`src/rtl/ceg_pkg.sv`:
```
`timescale 1ns/1ps
package ceg_pkg;
  typedef enum logic [1:0] {
    ST_PASS  = 2'd0,
    ST_GRACE = 2'd1,
    ST_BLOCK = 2'd2
  } gate_st_t;
endpackage

```
`src/rtl/ceg_grace_timer.sv`:
```
`timescale 1ns/1ps
module ceg_grace_timer #(
  parameter int GRACE_CYCLES = 3000
) (
  input  logic clk,
  input  logic rst_n,
  input  logic start,
  input  logic run,
  output logic done
);
  localparam int CW   = $clog2(GRACE_CYCLES + 1);
  localparam int LAST = GRACE_CYCLES - 1;

  logic [CW-1:0] cnt;

  always_ff @(posedge clk or negedge rst_n) begin
    if (!rst_n)            cnt <= '0;
    else if (start)        cnt <= '0;
    else if (run && !done) cnt <= cnt + 1'b1;
  end

  assign done = (cnt == CW'(LAST));

  // window length never exceeds the parameter
  assert_cnt_bound_R3: assert property (@(posedge clk) disable iff (!rst_n)
    cnt <= CW'(LAST));
  assert_start_clears_R3: assert property (@(posedge clk) disable iff (!rst_n)
    start |=> (cnt == '0));
endmodule

```
`src/rtl/ceg_fsm.sv`:
```
`timescale 1ns/1ps
module ceg_fsm
  import ceg_pkg::*;
(
  input  logic     clk,
  input  logic     rst_n,
  input  logic     ce_in_n,
  input  logic     trig,
  input  logic     bkup,
  input  logic     done,
  output gate_st_t st_q,
  output gate_st_t st_d,
  output logic     start,
  output logic     run
);
  always_comb begin
    st_d = st_q;
    case (st_q)
      ST_PASS: begin
        if (bkup)      st_d = ST_BLOCK;
        else if (trig) st_d = ce_in_n ? ST_BLOCK : ST_GRACE;
      end
      ST_GRACE: begin
        if (bkup || ce_in_n || done) st_d = ST_BLOCK;
      end
      ST_BLOCK: begin
        if (!bkup && !trig) st_d = ST_PASS;
      end
      default: st_d = ST_BLOCK;
    endcase
  end

  always_ff @(posedge clk or negedge rst_n) begin
    if (!rst_n) st_q <= ST_BLOCK;
    else        st_q <= st_d;
  end

  assign start = (st_q == ST_PASS) && (st_d == ST_GRACE);
  assign run   = (st_q == ST_GRACE);

  assert_early_close_R4: assert property (@(posedge clk) disable iff (!rst_n)
    (st_q == ST_GRACE && ce_in_n) |=> (st_q == ST_BLOCK));
  assert_hold_blocked_R5: assert property (@(posedge clk) disable iff (!rst_n)
    (st_q == ST_BLOCK && trig) |=> (st_q == ST_BLOCK));
  assert_backup_closes_R6: assert property (@(posedge clk) disable iff (!rst_n)
    bkup |=> (st_q == ST_BLOCK));
  assert_no_regrace_R7: assert property (@(posedge clk) disable iff (!rst_n)
    (st_q == ST_BLOCK) |=> (st_q != ST_GRACE));
endmodule

```
`src/rtl/ceg_out_stage.sv`:
```
`timescale 1ns/1ps
module ceg_out_stage
  import ceg_pkg::*;
(
  input  logic     clk,
  input  logic     rst_n,
  input  gate_st_t st_d,
  input  logic     ce_in_n,
  output logic     ce_out_n,
  output logic     ce_in_hiz,
  output logic     pullup_en
);
  always_ff @(posedge clk or negedge rst_n) begin
    if (!rst_n) begin
      ce_out_n  <= 1'b1;
      ce_in_hiz <= 1'b1;
      pullup_en <= 1'b1;
    end else begin
      case (st_d)
        ST_PASS: begin
          ce_out_n  <= ce_in_n;
          ce_in_hiz <= 1'b0;
          pullup_en <= 1'b0;
        end
        ST_GRACE: begin
          ce_out_n  <= 1'b0;
          ce_in_hiz <= 1'b0;
          pullup_en <= 1'b0;
        end
        default: begin
          ce_out_n  <= 1'b1;
          ce_in_hiz <= 1'b1;
          pullup_en <= 1'b1;
        end
      endcase
    end
  end

  assert_pullup_drives_R2: assert property (@(posedge clk) disable iff (!rst_n)
    pullup_en |-> (ce_out_n && ce_in_hiz));
endmodule

```
`src/rtl/ce_reset_gate.sv`:
```
`timescale 1ns/1ps
module ce_reset_gate
  import ceg_pkg::*;
#(
  parameter int GRACE_CYCLES = 3000
) (
  input  logic clk,
  input  logic rst_n,
  input  logic ce_in_n,
  input  logic sys_rst,
  input  logic rst_hold,
  input  logic bkup_mode,
  output logic ce_out_n,
  output logic ce_in_hiz,
  output logic pullup_en
);
  gate_st_t st_q, st_d;
  logic     trig, start, run, done;

  assign trig = sys_rst | rst_hold;

  ceg_grace_timer #(.GRACE_CYCLES(GRACE_CYCLES)) u_timer (
    .clk(clk), .rst_n(rst_n), .start(start), .run(run), .done(done)
  );

  ceg_fsm u_fsm (
    .clk(clk), .rst_n(rst_n), .ce_in_n(ce_in_n), .trig(trig), .bkup(bkup_mode),
    .done(done), .st_q(st_q), .st_d(st_d), .start(start), .run(run)
  );

  ceg_out_stage u_out (
    .clk(clk), .rst_n(rst_n), .st_d(st_d), .ce_in_n(ce_in_n),
    .ce_out_n(ce_out_n), .ce_in_hiz(ce_in_hiz), .pullup_en(pullup_en)
  );

  assert_transparent_R1: assert property (@(posedge clk) disable iff (!rst_n)
    (st_q == ST_PASS && !trig && !bkup_mode) |=>
      (ce_out_n == $past(ce_in_n) && !ce_in_hiz && !pullup_en));
  assert_backup_pullup_R6: assert property (@(posedge clk) disable iff (!rst_n)
    bkup_mode |=> (pullup_en && ce_out_n));
endmodule

```
`config.mk`:
```
export PLATFORM = sky130hd
export DESIGN_NAME = ce_reset_gate
export DESIGN_NICKNAME = d
export VERILOG_FILES = /design/src/rtl/ceg_pkg.sv /design/src/rtl/ceg_grace_timer.sv /design/src/rtl/ceg_fsm.sv /design/src/rtl/ceg_out_stage.sv /design/src/rtl/ce_reset_gate.sv
export SDC_FILE = /design/constraint.sdc
export NUM_CORES = 1
export LEC_CHECK = 0
export BUFFER_PORTS_ARGS = -buffer_cell sky130_fd_sc_hd__buf_2
export CAP_MARGIN = 5
export CORE_UTILIZATION = 50
export DETAILED_ROUTE_END_ITERATION = 8
export GPL_TIMING_DRIVEN = 1
export PLACE_DENSITY = 0.7
export SLEW_MARGIN = 20
export SYNTH_ARGS = -nofsm -noshare
export SYNTH_HDL_FRONTEND = slang
export SYNTH_SLANG_ARGS = --single-unit
```
`constraint.sdc`:
```
create_clock -name clk -period 5.2 [get_ports clk]
set_input_delay 0.26 -clock clk [delete_from_list [all_inputs] [get_ports clk]]
set_output_delay 0.26 -clock clk [all_outputs]
set_load 0.03 [all_outputs]
```
# After elaboration in Yosys (flattened, before gate mapping)

Index checks and enable logic that the tools add are counted.

Bits in registers: 16
Input port bits: 6
Output and inout bits: 3
Logic and storage cells: 32

$add $sub $neg: 1
Eq/ne operators: 4
Muxes and demuxes: 10
Bitwise logic cells: 1
Reductions and logical operators: 12

Operators with widths:

| kind                                                                  | number |
|---|---|
| 12-bit 2-to-1 mux                                                     | 2 |
| 12-bit by 1-bit adder with 12-bit output, second input constant       | 1 |
| 12-bit equality test, second input constant                           | 1 |
| 2-bit 2-to-1 mux                                                      | 5 |
| 2-bit case mux with 3 select lines                                    | 1 |
| 2-bit by 1-bit equality test with 1-bit output, second input constant | 2 |
| 2-bit zero test                                                       | 2 |
| 1-bit logical AND                                                     | 3 |
| 1-bit zero test                                                       | 3 |
| 2-bit equality test, second input constant                            | 1 |
| 1-bit logical OR                                                      | 2 |
| 1-bit case mux with 2 select lines                                    | 1 |
| 2-bit nonzero test                                                    | 1 |
| 2-bit OR reduction                                                    | 1 |
| 1-bit 2-to-1 mux                                                      | 1 |
| 1-bit OR                                                              | 1 |

# Longest topological paths before layout

Word-level depth: 8
Mapped depth: 5
Depth with buffers taken out: 5

# Hierarchy

From an unflattened synthesis, not the netlist that was laid out.

Cell total of the unflattened synthesis: 90
Area total of the unflattened synthesis: 888.4 µm²

By module, submodules not included:

| module          | instances | cells each | area an instance (µm²) | sequential area each (µm²) |
|---|---|---|---|---|
| ceg_grace_timer | 1         | 72         | 691.9                  | 300.3 |
| ceg_fsm         | 1         | 11         | 115.1                  | 51.3 |
| ceg_out_stage   | 1         | 6          | 75.1                   | 52.6 |
| ce_reset_gate   | 1         | 1          | 6.3                    | 0.0 |

# Least setup slack after synthesis

Ideal clock, no wire load.

Path kind: register -> register
Start: register u_timer.cnt[3]
End: register u_timer.cnt[1]
Library setup time: 132 ps
Data arrival time: 1,534 ps
Data required time: 5,068 ps
Path slack: 3,534 ps
Cell stages (with the launch flop): 5
Path buffers: 0
Clock period less this slack: 1,666 ps
Path through: dfrtp_1 or4b_4 o41ai_4 mux2i_1 nor2_1

Longest elaborated chain between the ends: 7
Elaborated cells on any way between the ends: 10
Classes of those cells: 2 x eq/ne; 3 x mux; 5 x reduce/logical

RTL lines:

| what                                                    | RTL line              | source |
|---|---|---|
| from (decl)                                             | ceg_grace_timer.sv:14 | `logic [CW-1:0] cnt;` |
| from (signal assigned)                                  | ceg_grace_timer.sv:19 | `else if (run && !done) cnt <= cnt + 1'b1;` |
| 12-bit equality test *                                  | ceg_grace_timer.sv:22 | `assign done = (cnt == CW'(LAST));` |
| 1-bit logical OR                                        | ceg_fsm.sv:24         | `if (bkup \|\| ce_in_n \|\| done) st_d = ST_BLOCK;` |
| 2-bit 2-to-1 mux                                        | ceg_fsm.sv:24         |  |
| 2-bit case mux with 3 select lines                      | ceg_fsm.sv:18         | `case (st_q)` |
| 2-bit by 1-bit equality test with 1-bit output          | ceg_fsm.sv:38         | `assign start = (st_q == ST_PASS) && (st_d == ST_GRACE);` |
| 1-bit logical AND                                       | ceg_fsm.sv:38         |  |
| 12-bit 2-to-1 mux or 2-bit nonzero test (tied branches) | n/a                   |  |

Every way passes the cells marked *; elsewhere a longest branch is shown, timed or not.
A chain may end at the register's enable or synchronous reset.

# Worst setup path after layout

Ends and elaborated chain as after synthesis.

==> results.sh <==
export IMPL_cp_required_ps=5340
export IMPL_syn_area_um2=818
export IMPL_fin_ws_ps=3350
export IMPL_cts_resized=0
export IMPL_slowest_delay_ps=580
export IMPL_path_cells="or4b_4 > o41ai_4 > mux2i_1 > nor2_1"
export IMPL_hpwl_um=1080
export IMPL_min_period_over_period=0.356
export IMPL_cts_made_buffers=3
export IMPL_grt_antenna_before_repair=0
export IMPL_hold_path_depth=2
export IMPL_worstSkewPairLatency_ps=280
export IMPL_cts_tree="yes"
export IMPL_crit_arrival_ps=1990
export IMPL_totalPowerFinal_uw=310
export IMPL_p_per_area_mw_per_mm2=338
export IMPL_holdWs_ps=223
export IMPL_drt_pre_antenna_iters=4
export IMPL_async_reset_ff_frac=1.00
export IMPL_die_area_mm2=0.00180
export IMPL_nFillCells=127
export IMPL_globalplace_congestion=0.798
export IMPL_synth_nets=90
export IMPL_rr_worst_depth=4
export IMPL_cp_end_kind="flip-flop"
export IMPL_fin_worst_skew_ps=7.74
export IMPL_first_iter_violations=18
export IMPL_setup_tns_ps=0
export IMPL_cts_max_level=1
export IMPL_cpMaxStageDelayCell="or4b_4"
export IMPL_ant_nets=0
export IMPL_vias_per_cell=6.06
export IMPL_critPathTopFamily="simple AND/OR/NAND/NOR gates"
export IMPL_yosysSeqAreaShare=0.494
export IMPL_ys_seq_elements=16
export IMPL_yosysWarningCount=0
export IMPL_synth_edff_count=0
export IMPL_area_growth_syn_to_layout_pct=12.2
export IMPL_worstMarginPinSlew_ps=788
export IMPL_hold_viol=0
export IMPL_drc=0
export IMPL_clkSinkCount=16
export IMPL_min_period_ps=1850
export IMPL_slew_headroom=0.472
export IMPL_final_core_util=0.603
export IMPL_drt_wl_total_um=1560
export IMPL_fin_cells=110
export IMPL_grt_total_usage=0.207
export IMPL_io_pins=9
export IMPL_final_cell_mix="nor2_1, dfrtp_1, xnor2_1, buf_2, nand2_1"
export IMPL_n_antenna_cell=0
export IMPL_cts_root_buf="clkbuf_4"
export IMPL_drive_gt1_frac=0.202
export IMPL_avgSynthCellArea_um2=9.86
export IMPL_die_x_um=42.5
export IMPL_outcome="finished clean"
export IMPL_postSynthCellCount=83
export IMPL_hp_class="in -> reg"
export IMPL_worst_path_stages=4
export IMPL_post_cts_buffers=0
export IMPL_setup_viol=0
export IMPL_clkSlewWorstSetupHoldPaths_ps=100
export IMPL_grt_overflow=0
export IMPL_grt_pass1_vias=588
export IMPL_cp_max_fo=6
export IMPL_rsz0062_at_grt="false"
export IMPL_path_buf_inv=0
export IMPL_path_class="reg -> reg"
export IMPL_fin_nets=102
export IMPL_startpoint_type="flip-flop"
export IMPL_max_vdd_ir_drop_uv=165
export IMPL_placed_area_um2=872
export IMPL_ys_top_cells_by_area="dfrtp_1, dfstp_2, xnor2_1"
export IMPL_grt_pass1_wl_um=2700
export IMPL_die_height_um=42.5
export IMPL_cap_violations=0
export IMPL_initial_core_util=0.537
export IMPL_p_leak_nw=0.366
export IMPL_core_area_mm2=0.00152
export IMPL_cts_path_max_buffers=2
export IMPL_synth_top_area_share=0.398
export IMPL_final_cell_area_um2=918
export IMPL_final_common_cell="nor2_1"
export IMPL_maxSlewViolCount=0
export IMPL_synth_cell_types=28
export IMPL_holdBufCountCts=1
export IMPL_io_buffers=8
export IMPL_num_vias=667
export IMPL_rows=14
export IMPL_yosysTopAreaCell="dfrtp_1"
export IMPL_dpl_cell_count=105
export IMPL_fmax_ghz=0.540
export IMPL_synth_ff_type="dfrtp_1"
export IMPL_grt_max_degree=17
export IMPL_wl_per_cell_um=14.2
export IMPL_place_ws_ps=3380
==> where the power goes <==
| part | internal (mW) | switching, mW | total (mW) |
|---|---|---|---|
| Combinational | 0.0259 | 0.0291 | 0.0550 |
| Clock | 0.0426 | 0.0386 | 0.0812 |
| Sequential | 0.148 | 0.0262 | 0.174 |
==> cell usage after synthesis (2+ instances only) <==
cell type and n:
nor3_1 5, nand2b_1 2, xnor2_1 8, a21oi_1 2, nand2_1 6, inv_1 2
dfrtp_1 13, nor4_1 5, nor2b_1 2, dfstp_2 3, nor2_1 16, nand3_1 3
==> registers in the layout, summed over array words and instances (netlist names) <==
signal	flops
u_out.ce_out_n	1
u_fsm.st_q	2
u_timer.cnt	12
u_out.ce_in_hiz	1
==> routing by layer <==
metal	wire, um	track usage
met1	753	0.277
met2	739	0.311
met3	49	0.0388
met4	15	0.119
met5	0	0
==> area by class of cell <==
cell class / count / area [um^2] / share of cell area
clock buffer: 4 / 36.3 / 0.0395
tap: 16 / 20.0 / 0.0218
inverter: 2 / 7.51 / 0.00817
sequential: 16 / 404 / 0.440
multi-input combinational: 63 / 400 / 0.436
timing repair buffer: 9 / 50.0 / 0.0545
==> path summary, 6_finish.rpt <==
| check | startpoint | end | slack, ps |
|---|---|---|---|
| min reg2reg | u_timer.cnt[11] | u_timer.cnt[11] | 560 |
| max in group asynchronous | rst_n | u_fsm.st_q[1] | 4470 |
| max reg2reg | u_timer.cnt[3] | u_timer.cnt[1] | 3350 |
| max | u_timer.cnt[3] | u_timer.cnt[1] | 3350 |
| min | bkup_mode | u_fsm.st_q[1] | 220 |
| min in group asynchronous | rst_n | u_timer.cnt[3] | 430 |
==> cell families (layout without fill, tap and decap cells) <==
| group | count (synthesis) | count (layout) | share of synthesized area |
|---|---|---|---|
| AO/OA/AOI/OAI | 7 | 7 | 0.0795 |
| AND/OR/NAND/NOR | 45 | 45 | 0.280 |
| adder cells (fa/ha/maj) | 1 | 1 | 0.0153 |
| XOR/XNOR | 9 | 9 | 0.0963 |
| multiplexers | 1 | 1 | 0.0122 |
| buffers and inverters | 4 | 15 | 0.0229 |
| flip-flops | 16 | 16 | 0.494 |
No activity file was read; power rests on OpenSTA's default activity.
